File: src/rtl/intr_agg_pkg.sv
package intr_agg_pkg;

    // Control word field positions (other bits read as zero)
    localparam int CTRL_FOLD_POS  = 0;
    localparam int CTRL_SWCLR_POS = 1;

    typedef struct packed {
        logic swclr;   // bit 1: 1 = write-one-to-clear, 0 = clear-on-read
        logic fold;    // bit 0: 1 = every word drives line 0
    } ctrl_t;

    typedef enum logic [1:0] {
        SEL_NONE,
        SEL_STAT,
        SEL_MASK,
        SEL_CTRL
    } reg_sel_e;

endpackage

File: src/rtl/intr_stat_word.sv
module intr_stat_word #(
    parameter int W = 32
) (
    input  logic         clk,
    input  logic         rst_n,
    input  logic [W-1:0] ev_i,
    input  logic         w1c_en_i,
    input  logic [W-1:0] w1c_mask_i,
    input  logic         rdclr_en_i,
    output logic [W-1:0] stat_o
);

    logic [W-1:0] stat_q;
    logic [W-1:0] clr;
    logic [W-1:0] stat_d;

    // Clearing never wins over a new event on the same bit
    always_comb begin
        if (w1c_en_i) begin
            clr = w1c_mask_i;
        end else if (rdclr_en_i) begin
            clr = stat_q;
        end else begin
            clr = '0;
        end
        stat_d = (stat_q & ~clr) | ev_i;
    end

    always_ff @(posedge clk or negedge rst_n) begin
        if (!rst_n) begin
            stat_q <= '0;
        end else begin
            stat_q <= stat_d;
        end
    end

    assign stat_o = stat_q;

endmodule

File: src/rtl/intr_cfg_regs.sv
module intr_cfg_regs
    import intr_agg_pkg::*;
#(
    parameter int NUM_WORDS = 2,
    parameter int WORD_W    = 32,
    parameter int IDX_W     = 1
) (
    input  logic                          clk,
    input  logic                          rst_n,
    input  logic                          wr_en_i,
    input  reg_sel_e                      sel_i,
    input  logic [IDX_W-1:0]              idx_i,
    input  logic [WORD_W-1:0]             wdata_i,
    output logic [NUM_WORDS*WORD_W-1:0]   mask_o,
    output ctrl_t                         ctrl_o
);

    for (genvar w = 0; w < NUM_WORDS; w++) begin : g_mask
        logic [WORD_W-1:0] mask_q;
        always_ff @(posedge clk or negedge rst_n) begin
            if (!rst_n) begin
                mask_q <= '0;
            end else if (wr_en_i && sel_i == SEL_MASK && idx_i == IDX_W'(w)) begin
                mask_q <= wdata_i;
            end
        end
        assign mask_o[w*WORD_W +: WORD_W] = mask_q;
    end

    always_ff @(posedge clk or negedge rst_n) begin
        if (!rst_n) begin
            ctrl_o <= '0;
        end else if (wr_en_i && sel_i == SEL_CTRL) begin
            ctrl_o.fold  <= wdata_i[CTRL_FOLD_POS];
            ctrl_o.swclr <= wdata_i[CTRL_SWCLR_POS];
        end
    end

endmodule

File: src/rtl/intr_line_route.sv
module intr_line_route #(
    parameter int NUM_WORDS = 2,
    parameter int WORD_W    = 32
) (
    input  logic [NUM_WORDS*WORD_W-1:0] stat_i,
    input  logic [NUM_WORDS*WORD_W-1:0] mask_i,
    input  logic                        fold_i,
    output logic [NUM_WORDS-1:0]        irq_o
);

    logic [NUM_WORDS-1:0] pend;

    for (genvar w = 0; w < NUM_WORDS; w++) begin : g_pend
        assign pend[w] = |(stat_i[w*WORD_W +: WORD_W] & mask_i[w*WORD_W +: WORD_W]);
    end

    assign irq_o[0] = fold_i ? (|pend) : pend[0];

    for (genvar w = 1; w < NUM_WORDS; w++) begin : g_line
        assign irq_o[w] = fold_i ? 1'b0 : pend[w];
    end

endmodule

File: src/rtl/intr_agg.sv
module intr_agg
    import intr_agg_pkg::*;
#(
    parameter int NUM_CH    = 64,
    parameter int WORD_W    = 32,
    parameter int NUM_WORDS = NUM_CH / WORD_W,
    parameter int ADDR_W    = $clog2(2 * NUM_WORDS + 1)
) (
    input  logic                 clk,
    input  logic                 rst_n,
    input  logic [NUM_CH-1:0]    ev_i,
    input  logic                 reg_wr_i,
    input  logic                 reg_rd_i,
    input  logic [ADDR_W-1:0]    reg_addr_i,
    input  logic [WORD_W-1:0]    reg_wdata_i,
    output logic [WORD_W-1:0]    reg_rdata_o,
    output logic [NUM_WORDS-1:0] irq_o
);

    localparam int IDX_W = (NUM_WORDS > 1) ? $clog2(NUM_WORDS) : 1;

    reg_sel_e                    sel;
    logic [IDX_W-1:0]            idx;
    logic [NUM_CH-1:0]           stat_flat;
    logic [NUM_CH-1:0]           mask_flat;
    ctrl_t                       ctrl;
    logic [WORD_W-1:0]           rd_mux;
    logic [WORD_W-1:0]           rdata_q;

    // Address decode: status words, then mask words, then control
    always_comb begin
        sel = SEL_NONE;
        idx = '0;
        if (reg_addr_i < ADDR_W'(NUM_WORDS)) begin
            sel = SEL_STAT;
            idx = IDX_W'(reg_addr_i);
        end else if (reg_addr_i < ADDR_W'(2 * NUM_WORDS)) begin
            sel = SEL_MASK;
            idx = IDX_W'(reg_addr_i - ADDR_W'(NUM_WORDS));
        end else if (reg_addr_i == ADDR_W'(2 * NUM_WORDS)) begin
            sel = SEL_CTRL;
        end
    end

    for (genvar w = 0; w < NUM_WORDS; w++) begin : g_word
        logic hit;
        assign hit = (sel == SEL_STAT) && (idx == IDX_W'(w));

        intr_stat_word #(.W(WORD_W)) u_word (
            .clk        (clk),
            .rst_n      (rst_n),
            .ev_i       (ev_i[w*WORD_W +: WORD_W]),
            .w1c_en_i   (reg_wr_i && hit && ctrl.swclr),
            .w1c_mask_i (reg_wdata_i),
            .rdclr_en_i (reg_rd_i && hit && !ctrl.swclr),
            .stat_o     (stat_flat[w*WORD_W +: WORD_W])
        );
    end

    intr_cfg_regs #(
        .NUM_WORDS (NUM_WORDS),
        .WORD_W    (WORD_W),
        .IDX_W     (IDX_W)
    ) u_cfg (
        .clk     (clk),
        .rst_n   (rst_n),
        .wr_en_i (reg_wr_i),
        .sel_i   (sel),
        .idx_i   (idx),
        .wdata_i (reg_wdata_i),
        .mask_o  (mask_flat),
        .ctrl_o  (ctrl)
    );

    intr_line_route #(
        .NUM_WORDS (NUM_WORDS),
        .WORD_W    (WORD_W)
    ) u_route (
        .stat_i (stat_flat),
        .mask_i (mask_flat),
        .fold_i (ctrl.fold),
        .irq_o  (irq_o)
    );

    always_comb begin
        rd_mux = '0;
        unique case (sel)
            SEL_STAT: rd_mux = stat_flat[idx*WORD_W +: WORD_W];
            SEL_MASK: rd_mux = mask_flat[idx*WORD_W +: WORD_W];
            SEL_CTRL: rd_mux[1:0] = ctrl;
            default:  rd_mux = '0;
        endcase
    end

    always_ff @(posedge clk or negedge rst_n) begin
        if (!rst_n) begin
            rdata_q <= '0;
        end else if (reg_rd_i) begin
            rdata_q <= rd_mux;
        end
    end

    assign reg_rdata_o = rdata_q;

endmodule

File: config.mk
export PLATFORM = sky130hd
export DESIGN_NAME = intr_agg
export DESIGN_NICKNAME = d
export VERILOG_FILES = /design/src/rtl/intr_agg_pkg.sv /design/src/rtl/intr_stat_word.sv /design/src/rtl/intr_cfg_regs.sv /design/src/rtl/intr_line_route.sv /design/src/rtl/intr_agg.sv
export SDC_FILE = /design/constraint.sdc
export NUM_CORES = 1
export LEC_CHECK = 0
export BUFFER_PORTS_ARGS = -buffer_cell sky130_fd_sc_hd__buf_2
export CAP_MARGIN = 20
export CORE_UTILIZATION = 56
export DETAILED_ROUTE_END_ITERATION = 8
export PLACE_DENSITY_LB_ADDON = 0.15
export SYNTH_ARGS = -nofsm -noshare
export SYNTH_HDL_FRONTEND = slang
export SYNTH_SLANG_ARGS = --single-unit
File: constraint.sdc
create_clock -name clk -period 1.9 [get_ports clk]
set_input_delay 0.095 -clock clk [delete_from_list [all_inputs] [get_ports clk]]
set_output_delay 0.095 -clock clk [all_outputs]
set_load 0.02 [all_outputs]
=== Word-level counts from Yosys, hierarchy flattened ===
Cells that the tools add are included.

* Input port bits: 103
* Memories: 0
* Memory bits (read-only): 0
* Memory bits (writable): 0
* Output and inout port bits: 34
* Latch bits: 0
* Word-level logic and storage cells: 56
* Register bits after elaboration: 162

* Add/subtract/negate cells: 1
* Multiply operators: 0
* Shift-type cells: 2
* Bitwise gates (word level): 9
* Muxes and demuxes: 13
* $lt $le $gt $ge: 2
* Reductions and logical operators: 18
* Eq/ne operators: 4
* Div/mod/pow operators: 0

{| class="wikitable"
|+ Operator list
! cell !! count
|-
| $and 32x32->32 || 4
|-
| $mux 32 || 4
|-
| $shiftx 64x7->32 || 2
|-
| $not 32->32 || 2
|-
| $or 32x32->32 || 2
|-
| $reduce_or 32->1 || 2
|-
| $reduce_or 64->1 || 1
|-
| $pmux 30 s2 || 1
|-
| $logic_and 1x1->1 || 14
|-
| $mux 2 || 3
|-
| $pmux 2 s3 || 1
|-
| $eq 2x2->1 const B || 2
|-
| $mux 1 || 4
|-
| $eq 3x3->1 const B || 1
|-
| $lt 3x2->1 const B || 1
|-
| $lt 3x3->1 const B || 1
|-
| $eq 2x1->1 const B || 1
|-
| $logic_not 1->1 || 1
|-
| $not 1->1 || 1
|-
| $sub 1x1->1 const B || 1
|}

=== Depth between registers and ports, before layout ===
* Depth in word-level cells: 13
* Depth in mapped cells: 6
* Depth with buffers taken out: 4

=== By module ===
From an unflattened synthesis, not the netlist that was laid out.

* Cells, all modules: 591
* Area, all modules: 7633.6 µm²

{| class="wikitable"
|+ By module, submodules not included
! module !! instances !! sequential area each (µm²) !! area each (µm²) !! cells an instance
|-
| intr_cfg_regs || 1 || 1651.6 || 2600.0 || 142
|-
| intr_stat_word || 2 || 800.8 || 1268.7 || 104
|-
| intr_agg || 1 || 800.8 || 2168.3 || 194
|-
| intr_line_route || 1 || 0.0 || 327.8 || 47
|}

=== Least setup slack after synthesis ===
OpenSTA, ideal clock, no wires.

* Path kind: reg2reg
* Start: reg u_cfg.ctrl_o[1] in the netlist's numbering
* End: reg g_word[1].u_word.stat_q[10]
* Slack: 0.566 ns
* Setup time: 0.120 ns
* Required time: 1.780 ns
* Stages on the path, launching flop included: 6
* Period minus slack after synthesis: 1.334 ns
* Buffers on the path: 1
* Arrival time: 1.214 ns
* Cell sequence: dfrtp_1 > nand3b_4 > nor3b_4 > buf_6 > nand2_1 > a31o_1

* Word-level cells in the longest chain between the ends: 7
* Elaborated cells on any way between the ends: 8
* Classes of those cells: 2 x mux; 3 x bitwise; 3 x reduce/logical

{| class="wikitable"
|+ Ends and longest elaborated chain
! item !! RTL line !! RTL
|-
| start, declared || intr_cfg_regs.sv:15 || <nowiki>output ctrl_t ctrl_o</nowiki>
|-
| $logic_not 1->1 || intr_agg.sv:55 || <nowiki>.rdclr_en_i (reg_rd_i && hit && !ctrl.swclr),</nowiki>
|-
| $logic_and 1x1->1 || intr_agg.sv:55 ||
|-
| $mux 32 || intr_stat_word.sv:21 || <nowiki>end else if (rdclr_en_i) begin</nowiki>
|-
| $mux 32 (*) || intr_stat_word.sv:19 || <nowiki>if (w1c_en_i) begin</nowiki>
|-
| $not 32->32 (*) || intr_stat_word.sv:26 || <nowiki>stat_d = (stat_q & ~clr) | ev_i;</nowiki>
|-
| $and 32x32->32 (*) || intr_stat_word.sv:26 ||
|-
| $or 32x32->32 (*) || intr_stat_word.sv:26 ||
|-
| named net g_word[1].u_word.stat_d[10] || intr_stat_word.sv:15 || <nowiki>logic [W-1:0] stat_d;</nowiki>
|-
| end signal, assigned || intr_stat_word.sv:33 || <nowiki>stat_q <= stat_d;</nowiki>
|-
| end, declared || intr_stat_word.sv:13 || <nowiki>logic [W-1:0] stat_q;</nowiki>
|}

Mark *: on every way through the listed nets, which the timed path passes. The rest lies on a longest branch.
A chain may end at the register's enable or synchronous reset.

=== Final worst setup path ===
* Start: reg g_word[1].u_word.stat_q[4]
* End: out irq_o[0]

* Word-level cells in the longest chain between the ends: 3

{| class="wikitable"
|+ Ends and longest elaborated chain
! item !! RTL line !! RTL
|-
| $and 32x32->32 || intr_line_route.sv:14 || <nowiki>assign pend[w] = |(stat_i[w*WORD_W +: WORD_W] & mask_i[w*WORD_W +: WORD_W]);</nowiki>
|-
| $reduce_or 64->1 || intr_line_route.sv:17 || <nowiki>assign irq_o[0] = fold_i ? (|pend) : pend[0];</nowiki>
|-
| $mux 1 || intr_line_route.sv:17 ||
|-
| end, declared || intr_agg.sv:17 || <nowiki>output logic [NUM_WORDS-1:0] irq_o</nowiki>
|}

Every way passes these cells.

==> key figures <==
Run status
  – Status: finished with violations
  – Violated checks: negative setup slack

Synth
  – Adder and majority gate portion of the synthesized area: 0%
  – Simple logic cell fraction of the synthesized area: 5.81%
  – Xor/xnor share of the synthesized area: 0%
  – Number of different library cells in the post-synthesis netlist: 33
  – Area of the mapped netlist: 7420 sq um
  – Sequential area share after synthesis: 54.6%
  – Fraction of the mapped netlist area in compound gates: 14.8%
  – Leading post-synthesis cells by instance count: sky130_fd_sc_hd__dfrtp_1, sky130_fd_sc_hd__nand2_1, sky130_fd_sc_hd__mux2_2
  – Number of enable-type register cells in the synthesized netlist: 0
  – Yosys top cell area share: 54.6%
  – Yosys reg bits: 162
  – Synth top area cells: sky130_fd_sc_hd__dfrtp_1, sky130_fd_sc_hd__mux4_2, sky130_fd_sc_hd__mux2_2
  – Synthesized area per cell: 13.6 sq um
  – Syn nets: 650
  – Dominant cell by count in the synthesized netlist: sky130_fd_sc_hd__dfrtp_1
  – Warnings, synthesis: 0
  – Synth area leader: sky130_fd_sc_hd__dfrtp_1
  – Mapped Cells: 547
  – Post-synthesis mux area share: around a fifth
  – Post-synth top flop: sky130_fd_sc_hd__dfrtp_1
  – Combinational family with the most area after synthesis: multiplexers
  – Async set-reset flop share out of synthesis: 100%

Timing
  – Hold Fails Final Rpt: 0
  – Upper clock frequency limit: about 460 MHz
  – Slew headroom: 71.7%
  – Final number of max-transition violations: 0
  – Transition time at the pin with the least slew margin: 0.424 ns
  – Tmin final: approximately 2.2 ns
  – Final count of negative-setup-slack endpoints: 2
  – Clock tree skew after final layout: just over 0.008 ns
  – Final setup margin: -0.253 ns
  – Period utilization: 113%
  – Unrepaired setup endpoints after global routing: true

Critical path
  – Endpoint of the worst setup timing path: irq_o[0]
  – Worst setup path start: g_word[1].u_word.stat_o[4]
  – Reg-to-reg critical path startpoint: u_cfg.ctrl_o[1]
  – Setup slack on the worst flop-to-flop path: 0.24 ns
  – Critical Path Source Type: register
  – Data arrival time at the worst-slack endpoint: 2.06 ns
  – Worst setup EP type: output port
  – Critical setup path kind: register to output port
  – Depth of the worst register-to-register path: 5
  – R2R Path End: g_word[0].u_word.stat_o[29]
  – Data required time at the worst endpoint: 1.80 ns
  – Largest fanout on the critical path: 3

Route
  – First-pass DRT Iterations: 5
  – Via-to-Cell Ratio: 6.11
  – Total detailed-routing wirelength: approximately 22000 um
  – Number of routed nets with antenna violations: 0
  – Residual DRC: 0
  – Vias after detailed routing: 5949
  – Post-DR wirelength/cell: 22.3 um
  – DRC violation total after the first TritonRoute iteration: 572

Clock network
  – Inserted Clock Buffers: 17
  – Clock Pin Slew Worst Setup and Hold Paths: 0.06 ns
  – Source-to-sink clock delay at the later pin of the worst-skew pair: 0.43 ns
  – Sinks on the clock net: 162
  – Root buffer cell: sky130_fd_sc_hd__clkbuf_16
  – Clock tree from TritonCTS: built
  – Level count of the clock H-tree: 4
  – Maximum number of buffers from clock root to sink: 2

Run
  – Total of max-cap violations: 0

Layout
  – Area delta synth->final: 34.4%
  – Layout cell share with drive strength beyond 1: 41.3%
  – Net count, final: 892
  – Final antenna diode count: 0

GRT
  – Maximum number of pins on one net before global-route repair: 58
  – Vias in the first global route: between 6000 and 7000
  – Antenna violations before repair: 0
  – Overall global routing resource usage: 34.6%
  – Wire length of the first global-routing pass: 33700 um
  – GR Overflow Total: 0

Min path
  – Path class of the lowest-slack min-delay path: input pin to register

Power
  – Leakage Power: around 4.2 nW
  – Pwr dens: between 900 and 1000 nW/um^2
  – Worst supply voltage drop on vdd: slightly below 0.7 mV
  – Total design power: around 0.009 W

Place
  – Routability congestion estimate: between 0.8 and 0.9
  – Worst slack, placed: 0.185 ns
  – Final HPWL from detailed placement: 14000 um
  – Number of buffer cells added on primary ports: 136

Floorplan
  – Die ar.: 13700 sq um
  – Effective utilization at floorplan: roughly three fifths
  – Core region area: 12800 sq um
  – Die boundary height: roughly 120 um
  – Site Rows: between 40 and 50
  – I/O pin cnt: 137
  – Die outline width: roughly 120 um
-- stage by stage --
step                      instance area [sq um]  std cells  hold WS [ns]  TNS, ns  util, %
after floorplan                            7420        547        -0.201        0        -
after global placement                     8340        842        0.0363        0     65.3
after detailed placement                   8340        842        0.0418        0     65.3
after CTS                                  9940        972        0.0926   -0.152     77.8
after global routing                       9980        974         0.123   -0.482     78.1
final                                      9980        974         0.101   -0.451     78.1
-- cells in the final DEF, fill, tap and decap left out, types with 2 or more instances in the layout --
| master | n |
|---|---|
| sky130_fd_sc_hd__a221oi_1 | 4 |
| sky130_fd_sc_hd__a221oi_2 | 2 |
| sky130_fd_sc_hd__a22o_1 | 4 |
| sky130_fd_sc_hd__a22oi_1 | 14 |
| sky130_fd_sc_hd__a22oi_2 | 10 |
| sky130_fd_sc_hd__a31o_1 | 35 |
| sky130_fd_sc_hd__a31o_2 | 29 |
| sky130_fd_sc_hd__buf_12 | 7 |
| sky130_fd_sc_hd__buf_2 | 134 |
| sky130_fd_sc_hd__buf_4 | 15 |
| sky130_fd_sc_hd__buf_6 | 2 |
| sky130_fd_sc_hd__clkbuf_1 | 4 |
| sky130_fd_sc_hd__clkbuf_16 | 17 |
| sky130_fd_sc_hd__clkbuf_8 | 7 |
| sky130_fd_sc_hd__clkinv_2 | 4 |
| sky130_fd_sc_hd__dfrtp_1 | 162 |
| sky130_fd_sc_hd__dlygate4sd3_1 | 98 |
| sky130_fd_sc_hd__inv_1 | 33 |
| sky130_fd_sc_hd__mux2_2 | 58 |
| sky130_fd_sc_hd__mux2_4 | 7 |
| sky130_fd_sc_hd__mux4_2 | 31 |
| sky130_fd_sc_hd__nand2_1 | 70 |
| sky130_fd_sc_hd__nand4_1 | 5 |
| sky130_fd_sc_hd__nor2_1 | 4 |
| sky130_fd_sc_hd__nor3_1 | 2 |
| sky130_fd_sc_hd__o2bb2ai_1 | 30 |
-- worst max-delay path, cell delays in order, from the launching register on --
cell and delay, ns:
sky130_fd_sc_hd__dfrtp_1 0.43, sky130_fd_sc_hd__a22oi_2 0.29, sky130_fd_sc_hd__nand4_1 0.18, sky130_fd_sc_hd__nor4_2 0.34, sky130_fd_sc_hd__o211ai_1 0.19, sky130_fd_sc_hd__buf_2 0.21
-- report_power, final --
| group | switching [W] | total (W) | leakage (nW) | internal (W) |
|---|---|---|---|---|
| sequential | 0.000405 | 0.00431 | 1.79 | 0.00390 |
| combinational | 0.000787 | 0.00175 | 2.18 | 0.000964 |
| clock | 0.00130 | 0.00320 | 0.280 | 0.00191 |
-- sequential cells by signal, summed over array words and instances, names as in the netlist --
register / flops
u_cfg.g_mask.mask_q: 64
u_cfg.ctrl_o: 2
g_word.u_word.stat_o: 64
reg_rdata_o: 32
-- cell families after synthesis --
group | count (synthesis)
buf+inv | 66
mux | 98
flops | 162
simple gates | 92
compound gates | 129
-- cell type report --
| class | count | area, sq um |
|---|---|---|
| flip-flops and latches | 162 | 4050 |
| repair buffers | 256 | 1930 |
| clock inverters | 4 | 20.0 |
| well taps | 172 | 215 |
| inverters | 33 | 124 |
| multi-input cells | 319 | 3100 |
| fillers | 781 | 2800 |
| clock buffers | 28 | 537 |
-- routing by layer --
layer	routed length, um	part of all wire (%)	GRT usage, %
met5	0	0	0
met4	654	3.0	14.3
met3	1750	8.1	7.98
met2	10400	48	54.8
met1	8830	41	46.5
-- how the worst min path moves through the flow --
stage              from                         end  slack (ns)  cells after the start
2_1_floorplan     rst_n  g_word[0].u_word.stat_o[0]       -0.20                      0
3_3_place_gp      rst_n             reg_rdata_o[15]        0.04                      1
3_5_place_dp      rst_n             reg_rdata_o[20]        0.04                      1
4_1_cts        reg_wr_i             u_cfg.ctrl_o[1]        0.09                      3
5_1_grt        reg_wr_i             u_cfg.ctrl_o[0]        0.12                      3
6_report       reg_wr_i             u_cfg.ctrl_o[1]        0.10                      3
-- timing repair --
| item | 4_1_cts | 5_1_grt |
|---|---|---|
| endpoints found under the hold margin | 229 | 0 |
| buffers inserted | 0 | 2 |
| pin swaps | 2 | 2 |
| endpoints found under the setup margin | 2 | 2 |
| hold buffers | 98 | 0 |
| gates resized for setup | 11 | 6 |
(Power assumes the default switching activity.)
